[src/rtl/frac_mod_pkg.sv]
package frac_mod_pkg;
  localparam int unsigned ACC_W    = 22;
  localparam int unsigned NSTAGE   = 4;
  localparam int unsigned OUT_W    = 5;
  localparam int unsigned LFSR_W   = 23;
  localparam int unsigned LFSR_TAP = 18;

  typedef enum logic [1:0] {
    ORD_INT = 2'd0,
    ORD_2   = 2'd1,
    ORD_3   = 2'd2,
    ORD_4   = 2'd3
  } order_e;
endpackage

[src/rtl/frac_acc_stage.sv]
module frac_acc_stage #(
  parameter int unsigned W = 22
) (
  input  logic         clk_i,
  input  logic         rst_ni,
  input  logic         clr_i,
  input  logic [W-1:0] den_i,
  input  logic [W:0]   add_i,
  output logic         carry_o,
  output logic [W-1:0] res_o,
  output logic [W-1:0] acc_o
);
  localparam int unsigned SW = W + 2;

  logic [W-1:0]  acc_q;
  logic [SW-1:0] sum;
  logic [SW-1:0] den_x;
  logic [SW-1:0] wrap;

  always_comb begin
    den_x   = {2'b00, den_i};
    sum     = {2'b00, acc_q} + {1'b0, add_i};
    wrap    = sum - den_x;
    carry_o = (sum >= den_x);
    res_o   = carry_o ? wrap[W-1:0] : sum[W-1:0];
  end

  always_ff @(posedge clk_i or negedge rst_ni) begin
    if (!rst_ni)    acc_q <= '0;
    else if (clr_i) acc_q <= '0;
    else            acc_q <= res_o;
  end

  assign acc_o = acc_q;
endmodule

[src/rtl/frac_lfsr.sv]
module frac_lfsr #(
  parameter int unsigned W   = 23,
  parameter int unsigned TAP = 18
) (
  input  logic         clk_i,
  input  logic         rst_ni,
  input  logic         clr_i,
  output logic         bit_o,
  output logic [W-1:0] state_o
);
  localparam logic [W-1:0] SEED = {{(W-1){1'b0}}, 1'b1};

  logic [W-1:0] lfsr_q;

  always_ff @(posedge clk_i or negedge rst_ni) begin
    if (!rst_ni)    lfsr_q <= SEED;
    else if (clr_i) lfsr_q <= SEED;
    else            lfsr_q <= {lfsr_q[W-2:0], lfsr_q[W-1] ^ lfsr_q[TAP-1]};
  end

  assign bit_o   = lfsr_q[W-1];
  assign state_o = lfsr_q;
endmodule

[src/rtl/frac_noise_comb.sv]
module frac_noise_comb
  import frac_mod_pkg::*;
#(
  parameter int unsigned OUT_W = 5
) (
  input  logic                    clk_i,
  input  logic                    rst_ni,
  input  logic                    clr_i,
  input  logic [3:0]              carry_i,
  input  order_e                  order_i,
  input  logic                    active_i,
  output logic signed [OUT_W-1:0] off_o
);
  localparam int unsigned SW = OUT_W + 2;

  // delayed carries: c2 z^-1, c3 z^-1..z^-2, c4 z^-1..z^-3
  logic       c2_h;
  logic [1:0] c3_h;
  logic [2:0] c4_h;

  always_ff @(posedge clk_i or negedge rst_ni) begin
    if (!rst_ni) begin
      c2_h <= 1'b0;
      c3_h <= '0;
      c4_h <= '0;
    end else if (clr_i) begin
      c2_h <= 1'b0;
      c3_h <= '0;
      c4_h <= '0;
    end else begin
      c2_h <= carry_i[1];
      c3_h <= {c3_h[0], carry_i[2]};
      c4_h <= {c4_h[1:0], carry_i[3]};
    end
  end

  function automatic logic signed [SW-1:0] ext(input logic b);
    return {{(SW-1){1'b0}}, b};
  endfunction

  logic signed [SW-1:0] t1, t2, t3, t4, tot;

  always_comb begin
    t1 = ext(carry_i[0]);
    t2 = ext(carry_i[1]) - ext(c2_h);
    t3 = ext(carry_i[2]) - (ext(c3_h[0]) <<< 1) + ext(c3_h[1]);
    t4 = ext(carry_i[3]) - ((ext(c4_h[0]) <<< 1) + ext(c4_h[0]))
       + ((ext(c4_h[1]) <<< 1) + ext(c4_h[1])) - ext(c4_h[2]);
    unique case (order_i)
      ORD_2:   tot = t1 + t2;
      ORD_3:   tot = t1 + t2 + t3;
      ORD_4:   tot = t1 + t2 + t3 + t4;
      default: tot = '0;
    endcase
    if (!active_i) tot = '0;
    off_o = tot[OUT_W-1:0];
  end
endmodule

[src/rtl/frac_mod_mash.sv]
module frac_mod_mash
  import frac_mod_pkg::*;
#(
  parameter int unsigned ACC_W    = frac_mod_pkg::ACC_W,
  parameter int unsigned OUT_W    = frac_mod_pkg::OUT_W,
  parameter int unsigned LFSR_W   = frac_mod_pkg::LFSR_W,
  parameter int unsigned LFSR_TAP = frac_mod_pkg::LFSR_TAP
) (
  input  logic                    clk_i,
  input  logic                    rst_ni,
  input  logic                    load_i,
  input  logic [ACC_W-1:0]        num_i,
  input  logic [ACC_W-1:0]        den_i,
  input  logic [1:0]              order_i,
  input  logic                    dither_en_i,
  output logic signed [OUT_W-1:0] offset_o
);
  localparam int unsigned ACC_FLAT = NSTAGE * ACC_W;

  logic [ACC_W-1:0] num_q, den_q;
  order_e           order_q;
  logic             dith_q;
  logic             active;
  logic             lfsr_bit;
  logic [LFSR_W-1:0] lfsr_state;

  logic [ACC_W:0]    stage_in  [NSTAGE];
  logic [ACC_W-1:0]  stage_res [NSTAGE];
  logic [NSTAGE-1:0] carry;
  logic [ACC_FLAT-1:0] acc_flat;

  logic signed [OUT_W-1:0] off_d, off_q;

  always_ff @(posedge clk_i or negedge rst_ni) begin
    if (!rst_ni) begin
      num_q   <= '0;
      den_q   <= '0;
      order_q <= ORD_INT;
      dith_q  <= 1'b0;
    end else if (load_i) begin
      num_q   <= num_i;
      den_q   <= den_i;
      order_q <= order_e'(order_i);
      dith_q  <= dither_en_i;
    end
  end

  assign active = (den_q > ACC_W'(1)) && (order_q != ORD_INT);

  frac_lfsr #(.W(LFSR_W), .TAP(LFSR_TAP)) u_lfsr (
    .clk_i   (clk_i),
    .rst_ni  (rst_ni),
    .clr_i   (load_i),
    .bit_o   (lfsr_bit),
    .state_o (lfsr_state)
  );

  for (genvar g = 0; g < NSTAGE; g++) begin : g_stage
    if (g == 0) begin : g_first
      assign stage_in[g] = {1'b0, num_q} + {{ACC_W{1'b0}}, dith_q & lfsr_bit};
    end else begin : g_next
      assign stage_in[g] = {1'b0, stage_res[g-1]};
    end

    frac_acc_stage #(.W(ACC_W)) u_stage (
      .clk_i   (clk_i),
      .rst_ni  (rst_ni),
      .clr_i   (load_i),
      .den_i   (den_q),
      .add_i   (stage_in[g]),
      .carry_o (carry[g]),
      .res_o   (stage_res[g]),
      .acc_o   (acc_flat[g*ACC_W +: ACC_W])
    );
  end

  frac_noise_comb #(.OUT_W(OUT_W)) u_comb (
    .clk_i    (clk_i),
    .rst_ni   (rst_ni),
    .clr_i    (load_i),
    .carry_i  (carry),
    .order_i  (order_q),
    .active_i (active),
    .off_o    (off_d)
  );

  always_ff @(posedge clk_i or negedge rst_ni) begin
    if (!rst_ni)     off_q <= '0;
    else if (load_i) off_q <= '0;
    else             off_q <= off_d;
  end

  assign offset_o = off_q;
endmodule

[config.mk]
export PLATFORM = sky130hd
export DESIGN_NAME = frac_mod_mash
export DESIGN_NICKNAME = d
export VERILOG_FILES = /design/src/rtl/frac_mod_pkg.sv /design/src/rtl/frac_acc_stage.sv /design/src/rtl/frac_lfsr.sv /design/src/rtl/frac_noise_comb.sv /design/src/rtl/frac_mod_mash.sv
export SDC_FILE = /design/constraint.sdc
export NUM_CORES = 1
export LEC_CHECK = 0
export CORE_AREA = 2 2 143 249
export CTS_CLUSTER_SIZE = 14
export DETAILED_ROUTE_END_ITERATION = 7
export DIE_AREA = 0 0 145 251
export GPL_TIMING_DRIVEN = 1
export PLACE_DENSITY = 0.74
export RECOVER_POWER = 100
export SYNTH_ARGS = -nofsm -noshare
export SYNTH_HDL_FRONTEND = slang
export SYNTH_SLANG_ARGS = --single-unit
[constraint.sdc]
create_clock -name clk_i -period 18.3 [get_ports clk_i]
set_input_delay 3.66 -clock clk_i [delete_from_list [all_inputs] [get_ports clk_i]]
set_output_delay 3.66 -clock clk_i [all_outputs]
set_load 0.01 [all_outputs]
Word level (Yosys, flattened, before mapping):

Index checks and enable logic that the tools add are counted.

* $add $sub $neg: 20
* $lt $le $gt $ge: 5
* eq/ne operators: 3
* muxes and demuxes: 15
* bitwise operators: 2
* reductions and logical operators: 2

Operators by type and width (count)
* $mux 22: 8
* $sub 22x22->22: 4
* $add 22x22->23: 3
* $ge 23x22->1: 3
* $add 22x23->24: 1
* $ge 24x22->1: 1
* $add 22x1->23: 1
* $mux 23: 1
* $gt 22x1->1 const B: 1
* $pmux 5 s3: 1
* $add 5x5->5: 2
* $mux 5: 2
* $add 2x1->3: 2
* $add 5x4->5: 1
* $sub 5x2->5: 1
* $add 3x2->4: 1
* $eq 2x2->1 const B: 2
* $sub 1x3->4: 1
* $add 2x2->3: 1
* $mux 3: 1
* $sub 1x2->3: 1
* $eq 2x1->1 const B: 1
* $mux 2: 1
* $reduce_bool 2->1: 1
* 5 further kinds: 5

* flip-flop bits (word level): 169
* input port bits: 50
* output and inout port bits: 5
* logic and storage cells: 60

Logic depth before layout (Yosys ltp):

* word-level depth: 20
* mapped depth: 87
* gate-level depth less buffers: 81

Modules after synthesis:

From an unflattened synthesis, not the netlist that was laid out.

* cells, all modules: 2185
* area, all modules: 18062.3 µm²

By module, submodules not included
* frac_acc_stage (g_stage[2].u_stage ...): instances 2, cells an instance 469, area each 3515.9 µm², sequential area each 550.5 µm²
* frac_acc_stage (g_stage[1].u_stage): instances 1, cells an instance 469, area each 3567.2 µm², sequential area each 550.5 µm²
* frac_acc_stage (g_stage[0].u_stage): instances 1, cells an instance 461, area each 3528.4 µm², sequential area each 550.5 µm²
* frac_mod_mash: instances 1, cells an instance 179, area each 2384.8 µm², sequential area each 1301.2 µm²
* frac_noise_comb: instances 1, cells an instance 88, area each 800.8 µm², sequential area each 150.1 µm²
* frac_lfsr: instances 1, cells an instance 50, area each 749.5 µm², sequential area each 576.8 µm²

Worst setup path before layout:

Ideal clock, no wire load.

* path kind: register -> register
* from: register u_lfsr.lfsr_q[22] (netlist: u_lfsr.state_o[22])
* to: register off_q[4] (netlist: offset_o[4])
* library setup time: 0.080 ns
* arrival: 16.545 ns
* data required time: 18.220 ns
* setup slack: 1.675 ns
* cell stages (with the launch flop): 81
* buffers on the path: 5
* clock period less this slack: 16.625 ns
* cell sequence: dfrtp_1 -> nand2_1 -> fa_1 -> inv_1 -> fa_1 -> a21o_1 -> a21oi_1 -> a211o_1 -> nand3_1 -> a21o_1 -> a311o_1 -> ha_1 -> a21o_1 -> a21o_1 -> or3_1 -> o21ai_1 -> a21o_1 -> clkbuf_1 -> [45 not listed] -> ha_1 -> a21o_1 -> a211oi_1 -> o21ai_0 -> a211oi_1 -> nand2_1 -> clkbuf_1 -> fa_1 -> inv_1 -> fa_1 -> inv_1 -> a21o_1 -> a21oi_1 -> xor2_1 -> nand2_1 -> xnor2_1 -> nand2_1 -> a21oi_1

* word-level cells in the longest chain between the ends: 20
* elaborated cells between the ends (all ways): 28
* classes of those cells: add/sub: 17; order compare: 4; mux: 6; bitwise: 1

RTL lines
* start: declaration: RTL line frac_lfsr.sv:13 `logic [W-1:0] lfsr_q;`
* start signal: assignment: RTL line frac_lfsr.sv:18 `else lfsr_q <= {lfsr_q[W-2:0], lfsr_q[W-1] ^ lfsr_q[TAP-1]};`
* $and 1x1->1 *: RTL line frac_mod_mash.sv:60 `assign stage_in[g] = {1'b0, num_q} + {{ACC_W{1'b0}}, dith_q & lfsr_bit};`
* $add 22x1->23 *: RTL line frac_mod_mash.sv:60
* $add 22x23->24 *: RTL line frac_acc_stage.sv:22 `sum = {2'b00, acc_q} + {1'b0, add_i};`
* $sub 22x22->22 / $ge 24x22->1 (equally long branches): RTL line frac_acc_stage.sv:23, frac_acc_stage.sv:24
* $mux 22: RTL line frac_acc_stage.sv:25 `res_o = carry_o ? wrap[W-1:0] : sum[W-1:0];`
* $add 22x22->23: RTL line frac_acc_stage.sv:22
* $sub 22x22->22 / $ge 23x22->1 (equally long branches): RTL line frac_acc_stage.sv:23, frac_acc_stage.sv:24
* $mux 22: RTL line frac_acc_stage.sv:25
* [4 not listed]
* $ge 23x22->1: RTL line frac_acc_stage.sv:24 `carry_o = (sum >= den_x);`
* $sub 1x3->4: RTL line frac_noise_comb.sv:47 `t4 = ext(carry_i[3]) - ((ext(c4_h[0]) <<< 1) + ext(c4_h[0]))`
* $add 5x4->5: RTL line frac_noise_comb.sv:48 `+ ((ext(c4_h[1]) <<< 1) + ext(c4_h[1])) - ext(c4_h[2]);`
* $sub 5x2->5: RTL line frac_noise_comb.sv:48
* $add 5x5->5: RTL line frac_noise_comb.sv:52 `ORD_4: tot = t1 + t2 + t3 + t4;`
* $pmux 5 s3 *: RTL line frac_noise_comb.sv:49 `unique case (order_i)`
* $mux 5 *: RTL line frac_noise_comb.sv:55 `if (!active_i) tot = '0;`
* $mux 5 *: RTL line frac_mod_mash.sv:89 `else if (load_i) off_q <= '0;`
* end signal: assignment: RTL line frac_mod_mash.sv:88 `if (!rst_ni) off_q <= '0;`
* end signal: assignment: RTL line frac_mod_mash.sv:89
* end signal: assignment: RTL line frac_mod_mash.sv:90 `else off_q <= off_d;`
* end: declaration: RTL line frac_mod_mash.sv:32 `logic signed [OUT_W-1:0] off_d, off_q;`

Every way passes the cells marked *; elsewhere a longest branch is shown, timed or not.
A chain may end at the register's enable or synchronous reset.

Worst setup path in the final report:

Ends and elaborated chain as after synthesis.

==> run metrics <==
outcome=finished with violations; failing checks=capacitance limit, slew limit; final hold violations=0; warnings from Yosys=0; Avg Vias per Cell=6.100; CTS sink count=169; DR vias=14842; H-tree lvl count=4; Period minus WS final=roughly 18 ns; Initial DRT Pass Iterations=7; CP most frequent cell=a21o_1; initial detailed-routing violation count=931; EDFF count, synth=0; Clock Pin Slew Worst Setup and Hold Paths=about 0.080 ns; WP data required=18.70 ns; synthesis-stage register bit count=approximately 170; Worst Path Max Fanout=18; Max Fclk=between 50 and 60 MHz; core area=34350 sq um; first-pass GRT wire length=75.89 mm; Final Setup Violations=0; post-synth cell types=79; skew final=between 0.01 and 0.015 ns; DRC=0; list of most frequent post-synthesis cells=187 x ha_1, 168 x dfrtp_1, 154 x a21oi_1, 135 x nand2_1, 129 x o21ai_0; pin count of the biggest net entering global routing=approximately 100; WL/cell=slightly below 20 um; end-of-flow core utilization=0.5361; clock root buffer=clkbuf_16; Cell Rows=90; Final HPWL DP=between 30 and 40 mm; I/O pin count=55; Synth Cell Area=around 16000 sq um; top cell type's share of synthesized area=0.2631; Die Span Y=between 200 and 300 um; initial antenna violation count=0; setup ws final=around 0.73 ns; cells after synthesis=1849; Fill cells=3166; gr ovfl total=0; Placement Setup Slack=-0.2358 ns; top-count cell post-synth=ha_1; CP startpoint kind=flop; die area=36400 sq um; syn avg cell area=approximately 8.6 sq um; die width=~150 um; CTS tree=done; CTS Hold Bufs=0; dominant cells by area after synthesis=dfrtp_1 26%, ha_1 15%, a21oi_1 4.8%, xnor2_1 4.1%, o21ai_0 4.0%; class of the worst hold path=reg -> reg; GP Congestion=~0.9; worst stage delay on the critical path=about 0.5 ns; Final period util=0.9600; syn_nets=2102; worst reg-to-reg path cell count=80; Worst Path Arrival=between 15 and 20 ns; CP Capture Type=flop; max-capacitance violation count=4; Seq/Total Area, Yosys=0.2648; Clock Path Buffers=2; Worst-Margin Slew=approximately 5.6 ns; Worst slew margin=-2.757; post-synth top area cell=dfrtp_1; CTS Buf Count=17; Port Buf Inserts=54; Post-synth ARST share=1.000; Worst Path Class, Setup=reg -> reg; Nets=around 2200; ys flop type=dfrtp_1; clock latency on the worst-skew pair=0.48 ns; Total Wirelength=roughly 48 mm; Area Growth Syn to Fin=15.23%; share of cells above drive strength 1=0.1237; Pins Over Slew Limit=approximately 290; Hold Crit Depth=1; Initial Util=0.4652; # diodes=0; Slowest-stage cell, CP=a311o_2; ANT nets after route=0; All-Layer GR Usage=0.2619; vias in the first global route=~15000
[placed cells by master, fill, tap and decap left out, types with 15 or more instances in the layout]
cell	synthesis	layout
ha_1	187	179
dfrtp_1	168	168
a21oi_1	154	144
nand2_1	135	134
nor2_1	126	126
o21ai_0	129	119
inv_1	86	86
buf_4	0	78
xnor2_1	74	72
nand3_1	60	59
a21o_1	54	53
xor2_1	50	49
mux2_2	49	49
clkdlybuf4s50_1	0	47
and2_1	41	41
nor2b_1	39	39
o21a_1	35	35
nor3_1	32	32
a211oi_1	39	31
o211ai_1	21	21
nand2b_1	20	20
or3_1	18	18
clkbuf_16	0	17
mux2i_1	16	16
nand4_1	16	16
o21bai_1	16	16
fa_1	16	16
and3_1	16	15
[cell type report]
class	count	area, sq um	area share
sequential	169	4230	0.2298
multi-input combinational	1545	11490	0.6239
timing repair buffer	138	1167	0.06340
clock buffer	17	425.4	0.02311
tap	460	575.6	0.03126
clock inverter	15	192.7	0.01047
inverter	89	334.1	0.01814
[cells by family after synthesis]
| kind of cell | synth area share |
|---|---|
| XOR/XNOR | 0.06797 |
| buffers and inverters | 0.03352 |
| flip-flops | 0.2648 |
| adder cells (fa/ha/maj) | 0.1665 |
| AO/OA/AOI/OAI | 0.2473 |
| multiplexers | 0.04714 |
| AND/OR/NAND/NOR | 0.1728 |
[critical path: cells and delay by family, from the launching register on]
family	cells	cell delay, ns
simple gates	15	2.30
mux	2	0.65
fa+ha+maj	12	3.73
flops	1	0.41
compound gates	37	8.13
buf+inv	9	1.27
xor+xnor	5	0.94
[through the flow]
step	TNS [ns]	std cells	hold slack [ns]	area (sq um)
floorplan	0	1849	0.4385	15980
global placement	0	2381	0.4483	17390
detailed placement	-0.3786	2381	0.4510	17390
CTS	0	2414	0.4690	18030
global route	-0.1626	2433	0.4976	18410
finish	0	2433	0.4685	18410
[state kept, by name (all words and copies together) (netlist names)]
| name | flops |
|---|---|
| u_comb.c4_h | 3 |
| u_lfsr.state_o | 23 |
| u_comb.c3_h | 2 |
| offset_o | 5 |
| u_comb.c2_h | 1 |
| num_q | 22 |
| g_stage.u_stage.acc_o | 88 |
| order_q | 2 |
| dith_q | 1 |
| den_q | 22 |
[worst paths after layout]
kind                                endpoint  slack, ns          startpoint
hold reg to reg            u_lfsr.state_o[8]       0.47   u_lfsr.state_o[7]
hold / removal             u_lfsr.state_o[8]       0.47   u_lfsr.state_o[7]
max in group asynchronous          den_q[19]       7.57              rst_ni
setup reg to reg                 offset_o[4]       0.73  u_lfsr.state_o[22]
setup / recovery                 offset_o[4]       0.73  u_lfsr.state_o[22]
min in group asynchronous        offset_o[4]       5.23              rst_ni
[per-layer routing]
layer / part of all wire / track usage / up-vias / routed length (um)
met5: 0 / 0 / - / 0
met1: 0.35 / 0.2485 / 7132 / 16890
met2: 0.53 / 0.5007 / 451 / 25210
met4: 0.086 / 0.2110 / 0 / 4113
li1: - / - / 7061 / -
met3: 0.035 / 0.03249 / 198 / 1675
[timing repair]
| item | CTS | global route |
|---|---|---|
| pin swaps | 1 | 29 |
| setup endpoints to repair | 2 | 27 |
| setup buffers | 1 | 19 |
| gates resized for setup | 3 | 70 |
Power is left out: the tool's default activity adds up to more than one toggle a clock period on the data nets, which glitch-free logic cannot reach.
